<file path="src/rtl/wdog_pkg.sv">
package wdog_pkg;
  localparam int PS_W     = 3;
  localparam int PS_LO    = 0;
  localparam int CHK_LO   = 3;
  localparam int DIS_BIT  = 6;
  localparam int IRQ_BIT  = 7;
  localparam logic [1:0] ADDR_CTRL = 2'd0;
  localparam logic [1:0] ADDR_KEY  = 2'd1;
  localparam logic [1:0] ADDR_CNT  = 2'd2;

  typedef struct packed {
    logic            route_irq;
    logic            disable_cnt;
    logic [PS_W-1:0] ps_sel;
  } ctrl_t;
endpackage

</file>
<file path="src/rtl/wdog_prescale.sv">
module wdog_prescale #(
  parameter int BASE_DIV = 512,
  parameter int PS_W     = 3
) (
  input  logic            clk,
  input  logic            rst_n,
  input  logic            hold,
  input  logic [PS_W-1:0] ps_sel,
  output logic            tick
);
  localparam int BW    = (BASE_DIV > 1) ? $clog2(BASE_DIV) : 1;
  localparam int SEL_W = (1 << PS_W) - 2;

  logic [BW-1:0]    base_q;
  logic [SEL_W-1:0] sel_q;
  logic [SEL_W-1:0] mask;
  logic             base_tick;

  assign base_tick = (base_q == BW'(BASE_DIV - 1));

  always_comb begin
    for (int i = 0; i < SEL_W; i++) begin
      mask[i] = ((i + 1) < int'(ps_sel));
    end
  end

  assign tick = !hold && base_tick && ((sel_q & mask) == mask);

  always_ff @(posedge clk or negedge rst_n) begin
    if (!rst_n) begin
      base_q <= '0;
      sel_q  <= '0;
    end else if (hold) begin
      base_q <= '0;
      sel_q  <= '0;
    end else if (base_tick) begin
      base_q <= '0;
      sel_q  <= sel_q + 1'b1;
    end else begin
      base_q <= base_q + 1'b1;
    end
  end
endmodule

</file>
<file path="src/rtl/wdog_keydet.sv">
module wdog_keydet #(
  parameter int            DW      = 8,
  parameter logic [DW-1:0] KEY_ARM = 8'h55,
  parameter logic [DW-1:0] KEY_SVC = 8'hAA
) (
  input  logic          clk,
  input  logic          rst_n,
  input  logic          key_wr,
  input  logic [DW-1:0] key_data,
  output logic          svc_clear
);
  logic armed_q;

  assign svc_clear = key_wr && armed_q && (key_data == KEY_SVC);

  always_ff @(posedge clk or negedge rst_n) begin
    if (!rst_n) begin
      armed_q <= 1'b0;
    end else if (key_wr) begin
      armed_q <= (key_data == KEY_ARM);
    end
  end
endmodule

</file>
<file path="src/rtl/wdog_pulse.sv">
module wdog_pulse #(
  parameter int PULSE_LEN = 512
) (
  input  logic clk,
  input  logic rst_n,
  input  logic ovf_evt,
  input  logic bad_evt,
  input  logic route_irq,
  output logic active,
  output logic to_irq
);
  localparam int LW = (PULSE_LEN > 1) ? $clog2(PULSE_LEN) : 1;

  logic [LW-1:0] len_q;

  always_ff @(posedge clk or negedge rst_n) begin
    if (!rst_n) begin
      active <= 1'b0;
      to_irq <= 1'b0;
      len_q  <= '0;
    end else if (!active) begin
      if (ovf_evt || bad_evt) begin
        active <= 1'b1;
        to_irq <= route_irq && !bad_evt;
        len_q  <= '0;
      end
    end else if (len_q == LW'(PULSE_LEN - 1)) begin
      active <= 1'b0;
      len_q  <= '0;
    end else begin
      len_q <= len_q + 1'b1;
    end
  end
endmodule

</file>
<file path="src/rtl/wdog_keyed.sv">
module wdog_keyed import wdog_pkg::*; #(
  parameter int         CNT_W     = 8,
  parameter int         BASE_DIV  = 512,
  parameter int         PULSE_LEN = 512,
  parameter int         DW        = 8,
  parameter logic [7:0] KEY_ARM   = 8'h55,
  parameter logic [7:0] KEY_SVC   = 8'hAA,
  parameter logic [2:0] CHECK_OK  = 3'b101
) (
  input  logic          clk,
  input  logic          rst_n,
  input  logic          wr_en,
  input  logic [1:0]    wr_addr,
  input  logic [DW-1:0] wr_data,
  input  logic [1:0]    rd_addr,
  output logic [DW-1:0] rd_data,
  output logic          wdt_rst_n,
  output logic          wake_pulse
);
  localparam logic [CNT_W-1:0] CNT_MAX = '1;

  ctrl_t            ctrl_q;
  logic [CNT_W-1:0] cnt_q;
  logic             ctrl_wr, key_wr, bad_wr, svc_clear;
  logic             fire, hold, tick, pulse_active, pulse_irq;

  assign ctrl_wr = wr_en && (wr_addr == ADDR_CTRL);
  assign key_wr  = wr_en && (wr_addr == ADDR_KEY);
  assign bad_wr  = ctrl_wr && (wr_data[CHK_LO +: 3] != CHECK_OK);
  assign fire    = (cnt_q == CNT_MAX) && !ctrl_q.disable_cnt;
  assign hold    = ctrl_q.disable_cnt || svc_clear || fire;

  always_ff @(posedge clk or negedge rst_n) begin
    if (!rst_n) begin
      ctrl_q <= '0;
    end else if (ctrl_wr) begin
      ctrl_q.route_irq   <= wr_data[IRQ_BIT];
      ctrl_q.disable_cnt <= wr_data[DIS_BIT];
      ctrl_q.ps_sel      <= wr_data[PS_LO +: PS_W];
    end
  end

  wdog_prescale #(.BASE_DIV(BASE_DIV), .PS_W(PS_W)) u_pre (
    .clk(clk), .rst_n(rst_n), .hold(hold), .ps_sel(ctrl_q.ps_sel), .tick(tick)
  );

  wdog_keydet #(.DW(DW), .KEY_ARM(DW'(KEY_ARM)), .KEY_SVC(DW'(KEY_SVC))) u_key (
    .clk(clk), .rst_n(rst_n), .key_wr(key_wr), .key_data(wr_data), .svc_clear(svc_clear)
  );

  always_ff @(posedge clk or negedge rst_n) begin
    if (!rst_n) begin
      cnt_q <= '0;
    end else if (svc_clear || fire) begin
      cnt_q <= '0;
    end else if (tick) begin
      cnt_q <= cnt_q + 1'b1;
    end
  end

  wdog_pulse #(.PULSE_LEN(PULSE_LEN)) u_pulse (
    .clk(clk), .rst_n(rst_n), .ovf_evt(fire), .bad_evt(bad_wr),
    .route_irq(ctrl_q.route_irq), .active(pulse_active), .to_irq(pulse_irq)
  );

  assign wdt_rst_n  = !(pulse_active && !pulse_irq);
  assign wake_pulse = pulse_active && pulse_irq;

  always_comb begin
    rd_data = '0;
    case (rd_addr)
      ADDR_CTRL: begin
        rd_data[IRQ_BIT]          = ctrl_q.route_irq;
        rd_data[DIS_BIT]          = ctrl_q.disable_cnt;
        rd_data[PS_LO +: PS_W]    = ctrl_q.ps_sel;
      end
      ADDR_CNT:  rd_data = DW'(cnt_q);
      default:   rd_data = '0;
    endcase
  end
endmodule

</file>
<file path="config.mk">
export PLATFORM = sky130hd
export DESIGN_NAME = wdog_keyed
export DESIGN_NICKNAME = d
export VERILOG_FILES = /design/src/rtl/wdog_pkg.sv /design/src/rtl/wdog_prescale.sv /design/src/rtl/wdog_keydet.sv /design/src/rtl/wdog_pulse.sv /design/src/rtl/wdog_keyed.sv
export SDC_FILE = /design/constraint.sdc
export NUM_CORES = 1
export LEC_CHECK = 0
export CAP_MARGIN = 20
export CORE_MARGIN = 10
export CORE_UTILIZATION = 60
export DETAILED_ROUTE_END_ITERATION = 7
export HOLD_SLACK_MARGIN = 0.1
export PLACE_DENSITY = 0.89
export SLEW_MARGIN = 20
export SYNTH_ARGS = -nofsm -noshare
export SYNTH_HDL_FRONTEND = slang
export SYNTH_HIERARCHICAL = 1
export SYNTH_SLANG_ARGS = --single-unit
export TNS_END_PERCENT = 1
</file>
<file path="constraint.sdc">
create_clock -name clk -period 5.5 [get_ports clk]
set_input_delay 0.55 -clock clk [delete_from_list [all_inputs] [get_ports clk]]
set_output_delay 0.55 -clock clk [all_outputs]
set_load 0.01 [all_outputs]
</file>
# Yosys cells after proc, flatten, opt, wreduce, memory -nomap -nowiden
# Cells that the tools add are included.
# Widths: inputs -> output; s select.
[op_classes]
addsub = 4
magnitude_cmp = 6
eq_ne = 9
mux = 15
bitwise = 2
reduce_logical = 26
[op_table]
columns = ["cell", "count"]
rows = [
  ["$mux 9", 5],
  ["$add 9x1->9 const B", 2],
  ["$eq 9x9->1 const B", 2],
  ["$eq 8x8->1 const B", 2],
  ["$mux 8", 2],
  ["$mux 6", 2],
  ["$logic_and 1x1->1", 11],
  ["$lt 3x3->1 const A", 3],
  ["$add 8x1->8 const B", 1],
  ["$eq 8x7->1 const B", 1],
  ["$add 6x1->6 const B", 1],
  ["$and 6x6->6", 1],
  ["$eq 6x6->1", 1],
  ["$lt 2x3->1 const A", 2],
  ["$pmux 3 s2", 1],
  ["$reduce_bool 2->1", 3],
  ["$logic_not 1->1", 5],
  ["$logic_not 2->1", 2],
  ["$logic_or 1x1->1", 4],
  ["$pmux 2 s2", 1],
  ["$lt 1x3->1 const A", 1],
  ["$mux 1", 3],
  ["$mux 3", 1],
  ["$ne 3x3->1 const B", 1],
  ["other kinds (4)", 4],
]
[totals]
reg_bits = 40
input_bits = 15
out_inout_bits = 10
wordCells = 72

# Logic depth before layout (Yosys ltp)
# Gate-level depths: netlist (run 1).
[logic_depth]
ltp_word = 11
mapped_depth = 12
mapped_depth_nobuf = 10

# Cells and area by module
# Netlist (run 1), hierarchy kept.
[modules_own_cells]
columns = ["mod", "n_inst", "cells_per_inst", "area_each_um2", "seq_area_each_um2"]
rows = [
  ["wdog_keyed", 1, 75, 760.7, 325.3],
  ["wdog_prescale", 1, 75, 748.2, 375.4],
  ["wdog_pulse", 1, 51, 570.5, 275.3],
  ["wdog_keydet", 1, 9, 101.3, 25.0],
]

# Worst setup path after synthesis (run 1)
# Ideal clock, no wire load.
[synth_timing]
kind = "input port to flip-flop"
from = "input port wr_addr[0]"
to = "register cnt_q[7]"
setup_time_ps = 94
arrival_time_ps = 2528
t_required_ps = 5406
setup_slack_ps = 2878
stages = 12
n_path_buf = 2
cell_sequence = "and3b_1 nand4b_1 nor4_2 o21bai_4 or2_2 buf_2 nand4b_1 a211oi_1 buf_2 and4_4 nand3_1 a211oi_1"
[synth_via]
elab_chain_cells = 10
word_cells_on_any_way = 12
cone_classes = "eq/ne: 1; mux: 1; reduce/logical: 10"
[synth_lines]
columns = ["item", "line_no", "text"]
rows = [
  ["start, declared", "wdog_keyed.sv:13", "input logic [1:0] wr_addr,"],
  ["$eq 2x1->1", "wdog_keyed.sv:28", "assign key_wr = wr_en && (wr_addr == ADDR_KEY);"],
  ["$logic_and 1x1->1", "wdog_keyed.sv:28", ""],
  ["$logic_and 1x1->1 (2 in series)", "wdog_keydet.sv:14", "assign svc_clear = key_wr && armed_q && (key_data == KEY_SVC);"],
  ["net svc_clear", "wdog_keyed.sv:24", "logic ctrl_wr, key_wr, bad_wr, svc_clear;"],
  ["$logic_or 1x1->1 (2 in series)", "wdog_keyed.sv:31", "assign hold = ctrl_q.disable_cnt || svc_clear || fire;"],
  ["net hold", "wdog_keyed.sv:25", "logic fire, hold, tick, pulse_active, pulse_irq;"],
  ["$logic_not 1->1", "wdog_prescale.sv:27", "assign tick = !hold && base_tick && ((sel_q & mask) == mask);"],
  ["$logic_and 1x1->1 (2 in series)", "wdog_prescale.sv:27", ""],
  ["net tick", "wdog_keyed.sv:25", ""],
  ["$reduce_bool 2->1 (no source line)", "n/a", ""],
  ["end signal, assigned", "wdog_keyed.sv:57", "cnt_q <= cnt_q + 1'b1;"],
  ["end, declared", "wdog_keyed.sv:23", "logic [CNT_W-1:0] cnt_q;"],
]
# The timed path passes the listed nets, and every way through them passes these cells.
# A chain may end at the register's enable or synchronous reset.

# Worst setup path after layout (run 1)
[layout_timing]
from = "input port wr_addr[1]"
to = "register cnt_q[7]"
[layout_via]
elab_chain_cells = 10
word_cells_on_any_way = 12
cone_classes = "eq/ne: 1; mux: 1; reduce/logical: 10"
[layout_lines]
columns = ["item", "line_no"]
rows = [
  ["$eq 2x1->1", "wdog_keyed.sv:28"],
  ["$logic_and 1x1->1", "wdog_keyed.sv:28"],
  ["net key_wr", "wdog_keyed.sv:24"],
  ["$logic_and 1x1->1 (2 in series)", "wdog_keydet.sv:14"],
  ["net svc_clear", "wdog_keyed.sv:24"],
  ["$logic_or 1x1->1 (2 in series)", "wdog_keyed.sv:31"],
  ["net hold", "wdog_keyed.sv:25"],
  ["$logic_not 1->1", "wdog_prescale.sv:27"],
  ["$logic_and 1x1->1 (2 in series)", "wdog_prescale.sv:27"],
  ["net tick", "wdog_keyed.sv:25"],
  ["$reduce_bool 2->1 (no source line)", "n/a"],
]
# The timed path passes the listed nets, and every way through them passes these cells.

==> flow_summary_export.csv, run 1 <==
group,metric,value,unit
run_status,status,"finished, final reports clean",
clock_tree,cts_setup_buffers,0,
cells_and_area,fillers,259,
sta,max_clock_freq,305.3,MHz
grt,grt-ovfl-total,0,
placement,hpwl,3.023,mm
grt,grt_pass1_wl,7.120,mm
sta,finalHoldViolCount,0,
die,core-area,3416,sq um
synth,syn_avg_cell_area,10.38,sq um
worst_setup_path,rr_worst_depth,9,
route,drc,0,
clock_tree,cts_buffers,5,
clock_tree,hold_buffers,0,
synth,synth_edf_count,0,
synth,syn-num-nets,232,
clock_tree,root_buffer,"clkbuf_4",
synth,synth-seq-area-share,45.90,%
synth,synthesis.instances,210,
die,die-area,6446,sq um
synth,ys_warn_count,6,
flow_run,maxCapViolations,0,
worst_setup_path,worstSetupStartpointType,"input pin",
sta,drv_slew,0,
route,dr.pass1.iters,4,
route,ant_nets,0,
worst_setup_path,crit_fanout,10,
synth,ys_async_sr_fraction,100.0,%
die,dieWidth,80.29,um
grt,grt_usage,13.52,%
sta,relSlewSlack,43.04,%
clock_tree,cts_tree,"yes",
route,vias_per_cell,5.802,
synth,synth_cell_types,51,
cells_and_area,finalNetCount,258,
min_path,worstHoldPathType,"input pin to asynchronous set/reset pin",
sta,period_share,59.55,%
synth,ys_seq_elements,40,
sta,clock_skew,0.01552,ns
grt,grt_max_degree,41,
worst_setup_path,required,5.74,ns
worst_setup_path,worst_ep_arrival_time,3.52,ns
die,start_util,63.85,%
sta,whs,0.3085,ns
placement,port_buffers,24,
power_and_ir_drop,p_leak,1.114,nW
route,drt-total-wl,4.118,mm
grt,grt_pass1_vias,1515,
clock_tree,htree_levels,2,
power_and_ir_drop,power_density,281.0,nW/um^2
synth,synth-main-ff-cell,"dfrtp_1",
route,drtIter0Drc,173,
sta,setup_tns,0,ns
grt,antenna_found_initial,0,
die,die_h,80.29,um
placement,globalplace.congestion,0.8620,
worst_setup_path,critPathKind,"input pin to register",
die,io_pins,25,
clock_tree,cts_resized,0,
clock_tree,cts_max_path_buffers,2,
cells_and_area,area_delta_synth_final,16.12,%
sta,grt_setup_unrepaired,"no",
worst_setup_path,end_kind,"register",
die,rows,21,
sta,period_needed,3.275,ns
cells_and_area,drive_above_1_share,12.66,%
route,num_vias,1642,
route,post_drt_wl_per_cell,14.55,um
synth,netlist_area,2181,sq um
sta,setup_viol,0,
power_and_ir_drop,ir_worst_vdd,0.2180,mV
sta,tightest_slew,0.8543,ns
clock_tree,numClockSinks,40,
clock_tree,clk_latency,0.34,ns
cells_and_area,diodes,0,
clock_tree,path_clk_slew,0.13,ns
[routing by layer]
| layer | vias to the layer above | track usage [%] | part of all wire, % |
|---|---|---|---|
| li1 | 818 | - | - |
| met1 | 787 | 17.34 | 48 |
| met2 | 35 | 21.27 | 47 |
| met3 | 2 | 4.566 | 4.3 |
| met4 | 0 | 3.521 | 0.58 |
| met5 | - | 0 | 0 |
[power by group]
part | leakage, nW | switching [mW] | internal [mW]
Sequential | 0.518 | 0.0500 | 0.338
Clock | 0.0418 | 0.0965 | 0.0971
Combinational | 0.555 | 0.0577 | 0.0726
Total | 1.11 | 0.204 | 0.507
[layout make-up]
| type | instances | area [sq um] | share of cell area (%) |
|---|---|---|---|
| tap | 46 | 57.56 | 2.273 |
| sequential | 40 | 1001 | 39.53 |
| clock buffer | 5 | 37.54 | 1.482 |
| timing repair buffer | 24 | 235.2 | 9.289 |
| multi-input combinational | 160 | 1136 | 44.86 |
| inverter | 5 | 18.77 | 0.7411 |
| clock inverter | 3 | 46.29 | 1.828 |
[flip-flops by register name (all words and copies together) (netlist names)]
| signal | count |
|---|---|
| u_pulse/active | 1 |
| u_pulse/len_q | 9 |
| u_pre/sel_q | 6 |
| u_pre/base_q | 9 |
| cnt_q | 8 |
| ctrl_q | 5 |
| u_pulse/to_irq | 1 |
| u_key/armed_q | 1 |
[critical path, cell delays in order]
cell	delay, ns
clkdlybuf4s50_1	0.48
and3b_1	0.21
nand4b_1	0.12
nor4_2	0.08
o21bai_4	0.20
or2_2	0.37
nand4b_1	0.19
a211oi_1	0.65
and4_4	0.34
nand3_1	0.08
a211oi_1	0.23
[through the flow]
| step | instances | util, % | setup slack (ns) | instance area (sq um) | power [mW] |
|---|---|---|---|---|---|
| 6_report | 283 | 74.14 | 2.225 | 2532 | 0.7116 |
| 5_1_grt | 283 | 74.14 | 2.063 | 2532 | 0.7586 |
| 4_1_cts | 283 | 74.14 | 2.248 | 2532 | 0.7174 |
| 3_5_place_dp | 275 | 71.69 | 1.862 | 2449 | 0.5208 |
| 3_3_place_gp | 275 | 71.69 | 1.933 | 2449 | 0.5137 |
| 2_1_floorplan | 210 | - | 2.878 | 2181 | 0.4730 |
[synth_stat cells (2+ instances only)]
| cell | instances | share of area, % |
|---|---|---|
| nor2_1 | 23 | 4.0 |
| dfrtp_1 | 40 | 46 |
| nand4_1 | 6 | 1.7 |
| a21o_1 | 3 | 1.0 |
| mux2_2 | 5 | 2.6 |
| o21a_1 | 2 | 0.69 |
| or3_1 | 4 | 1.1 |
| a211oi_1 | 4 | 1.4 |
| a21oi_1 | 5 | 1.1 |
| nand3_1 | 8 | 1.8 |
| nand2_1 | 12 | 2.1 |
| buf_2 | 2 | 0.46 |
| mux2i_1 | 7 | 3.2 |
| a31oi_1 | 7 | 2.0 |
| clkbuf_1 | 2 | 0.34 |
| and4bb_1 | 2 | 1.1 |
| a22o_1 | 3 | 1.2 |
| xor2_1 | 8 | 3.2 |
| ha_1 | 7 | 4.0 |
| nand2b_1 | 3 | 0.86 |
| nand4b_1 | 3 | 1.2 |
| or2_2 | 2 | 0.57 |
| o21ai_2 | 2 | 0.80 |
| xnor2_1 | 4 | 1.6 |
| nor2b_1 | 3 | 0.86 |
| inv_1 | 5 | 0.86 |
| a31o_1 | 2 | 0.80 |
| and3_1 | 3 | 0.86 |
| o21ai_0 | 7 | 1.6 |
| and2_1 | 5 | 1.4 |
[final timing paths]
kind	from	endpoint	slack (ns)
max reg2reg	cnt_q[0]	cnt_q[7]	2.47
max in group asynchronous	rst_n	u_pre/sel_q[3]	4.65
max	wr_addr[1]	cnt_q[7]	2.22
min	rst_n	u_pulse/len_q[5]	0.31
min in group clk	u_pre/base_q[0]	u_pre/base_q[0]	0.50
min reg2reg	u_pre/base_q[0]	u_pre/base_q[0]	0.50
[layout by cell type (no fill, tap or decap), types with 6 or more instances in the layout]
cell,count
a31oi_1,7
clkdlybuf4s50_1,23
dfrtp_1,40
ha_1,7
mux2i_1,7
nand2_1,12
nand3_1,8
nand4_1,6
nor2_1,23
o21ai_0,7
xor2_1,8
[cell families (layout without fill, tap and decap cells)]
| logic type | count (synthesis) | count (layout) | share of synthesized area, % |
|---|---|---|---|
| compound gates | 40 | 40 | 13.25 |
| xor+xnor | 12 | 12 | 4.819 |
| fa+ha+maj | 7 | 7 | 4.016 |
| buf+inv | 10 | 37 | 2.008 |
| flops | 40 | 40 | 45.90 |
| mux | 12 | 12 | 5.795 |
| simple gates | 89 | 89 | 24.21 |
(Power assumes the default switching activity.)
==> run 2: changes to the inputs <==
--- a/config.mk
+++ b/config.mk
@@ -7,10 +7,10 @@
 export LEC_CHECK = 0
 export CAP_MARGIN = 20
 export CORE_MARGIN = 10
-export CORE_UTILIZATION = 60
+export CORE_UTILIZATION = 56
 export DETAILED_ROUTE_END_ITERATION = 7
 export HOLD_SLACK_MARGIN = 0.1
-export PLACE_DENSITY = 0.89
+export PLACE_DENSITY = 0.84
 export SLEW_MARGIN = 20
 export SYNTH_ARGS = -nofsm -noshare
 export SYNTH_HDL_FRONTEND = slang
==> constraint.sdc (replaced) <==
create_clock -name clk -period 3.4 [get_ports clk]
set_input_delay 0.34 -clock clk [delete_from_list [all_inputs] [get_ports clk]]
set_output_delay 0.34 -clock clk [all_outputs]
set_load 0.01 [all_outputs]
==> run 2 against run 1 <==
Effect of this change: worst setup slack lost 1.8 ns; first-iteration DRC count shrank 45%; combinational power grew 62%; critical path type unchanged.
==> flow_summary_export.csv, run 2 (synthesized netlist as in run 1, its figures left out) <==
group,metric,value,unit
sta,max_clock_freq,340.4,MHz
grt,grt-ovfl-total,0,
cells_and_area,diodes,0,
die,die_h,82.41,um
grt,grt_usage,14.59,%
worst_setup_path,required,3.61,ns
cells_and_area,seq_area,1001,sq um
sta,setup_tns,0,ns
sta,finalHoldViolCount,0,
run_status,status,"finished, final reports clean",
route,num_vias,1654,
die,die-area,6791,sq um
grt,grt_max_degree,41,
worst_setup_path,crit_fanout,10,
placement,dp_slack,0.1594,ns
cells_and_area,fin_area,2556,sq um
sta,setup_viol,0,
cells_and_area,area_delta_synth_final,17.21,%
flow_run,maxCapViolations,0,
placement,placed_area,2459,sq um
sta,tightest_slew,0.8642,ns
sta,period_needed,2.938,ns
clock_tree,cts_tree,"yes",
clock_tree,cts_buffers,5,
route,drc,0,
route,vias_per_cell,5.783,
cells_and_area,finalNetCount,259,
route,dr.pass1.iters,4,
sta,drv_slew,0,
sta,worst_slack,0.4624,ns
worst_setup_path,worst_ep_arrival_time,3.15,ns
route,drtIter0Drc,96,
route,post_drt_wl_per_cell,15.49,um
die,dieWidth,82.41,um
sta,grt_setup_unrepaired,"no",
clock_tree,path_clk_slew,0.08,ns
clock_tree,htree_levels,2,
clock_tree,cts_max_path_buffers,2,
power_and_ir_drop,ir_worst_vdd,0.3112,mV
cells_and_area,final_common_cell,"dfrtp_1",
worst_setup_path,startpoint,"wr_addr[1]",
clock_tree,cts_resized,0,
route,ant_nets,0,
die,io_pins,25,
worst_setup_path,critPathKind,"input pin to register",
sta,whs,0.1416,ns
cells_and_area,fillers,280,
grt,antenna_found_initial,0,
cells_and_area,reg_top3,"u_pre/base_q x9, u_pulse/len_q x9, cnt_q x8",
worst_setup_path,timing.rr.start,"cnt_q[0]",
die,start_util,58.69,%
power_and_ir_drop,p_leak,1.121,nW
worst_setup_path,r2r_end,"cnt_q[7]",
grt,grt_pass1_vias,1642,
worst_setup_path,rr_worst_depth,9,
clock_tree,clk_latency,0.30,ns
worst_setup_path,end_kind,"register",
route,drt-total-wl,4.429,mm
clock_tree,numClockSinks,40,
placement,hpwl,3.279,mm
worst_setup_path,rrSetupSlack,0.52,ns
cells_and_area,layout_common_cells,"40 x dfrtp_1, 23 x nor2_1, 23 x clkdlybuf4s50_1",
placement,port_buffers,24,
sta,period_share,86.40,%
worst_setup_path,worstSetupStartpointType,"input pin",
sta,relSlewSlack,42.39,%
die,rows,22,
min_path,worstHoldPathType,"input pin to asynchronous set/reset pin",
placement,globalplace.congestion,0.8620,
sta,clock_skew,0.01079,ns
cells_and_area,drive_above_1_share,13.03,%
clock_tree,cts_setup_buffers,0,
clock_tree,root_buffer,"clkbuf_8",
power_and_ir_drop,power_density,457.8,nW/um^2
cells_and_area,multi_input_area,1136,sq um
worst_setup_path,crit_end,"cnt_q[7]",
clock_tree,hold_buffers,0,
grt,grt_pass1_wl,7.645,mm
die,core-area,3716,sq um
## run 2: cell count changes in the layout (fill, tap and decap cells not counted)
cell and delta:
clkbuf_8 +6, bufinv_16 -1, clkinvlp_4 +1, clkbuf_4 -5, buf_4 +1, inv_6 -1
## run 2: how the worst min path moves through the flow
| stage | start | to |
|---|---|---|
| global placement | u_pulse/len_q[6] | u_pulse/len_q[6] |
| floorplan | rst_n | cnt_q[0] |
| CTS | rst_n | u_pre/sel_q[3] |
| finish | rst_n | u_pre/sel_q[5] |
| detailed placement | u_pulse/len_q[7] | u_pulse/len_q[7] |
| global route | rst_n | u_pre/sel_q[5] |
## run 2: per-stage QoR
step | std cells | power, mW | util [%]
finish | 286 | 1.170 | 68.79
global route | 286 | 1.243 | 68.79
CTS | 286 | 1.181 | 68.79
detailed placement | 278 | 0.8414 | 66.16
global placement | 278 | 0.8314 | 66.16
floorplan | 210 | 0.7652 | -
## run 2: metal layers
layer  global-route usage [%]  vias up  wire length (um)
li1                         -      815                 -
met1                    18.52      789              2117
met2                    21.93       39              1972
met3                    4.428       11               226
met4                    7.483        0               112
met5                        0        -                 0
## run 2: final cells by class
cell class	count	share of cell area [%]
Multi-Input combinational cell	160	44.44
Tap cell	48	2.349
Sequential cell	40	39.16
Timing Repair Buffer	25	9.496
Clock inverter	2	0.5874
Clock buffer	6	3.231
Inverter	5	0.7342
## run 2: report_power, final
part           internal, mW  total, mW  leakage (nW)  switching, mW
logic                 0.118      0.211         0.560         0.0935
registers             0.547      0.622         0.518         0.0755
clock network         0.164      0.337        0.0434          0.172
total                 0.829       1.17          1.12          0.341
## run 2: critical path, stage by stage
cell             delay [ns]
clkdlybuf4s50_1        0.49
and3b_1                0.21
nand4b_1               0.12
nor4_2                 0.07
o21bai_4               0.20
or2_2                  0.38
nand4b_1               0.20
a211oi_1               0.46
and4_4                 0.32
nand3_1                0.09
a211oi_1               0.27
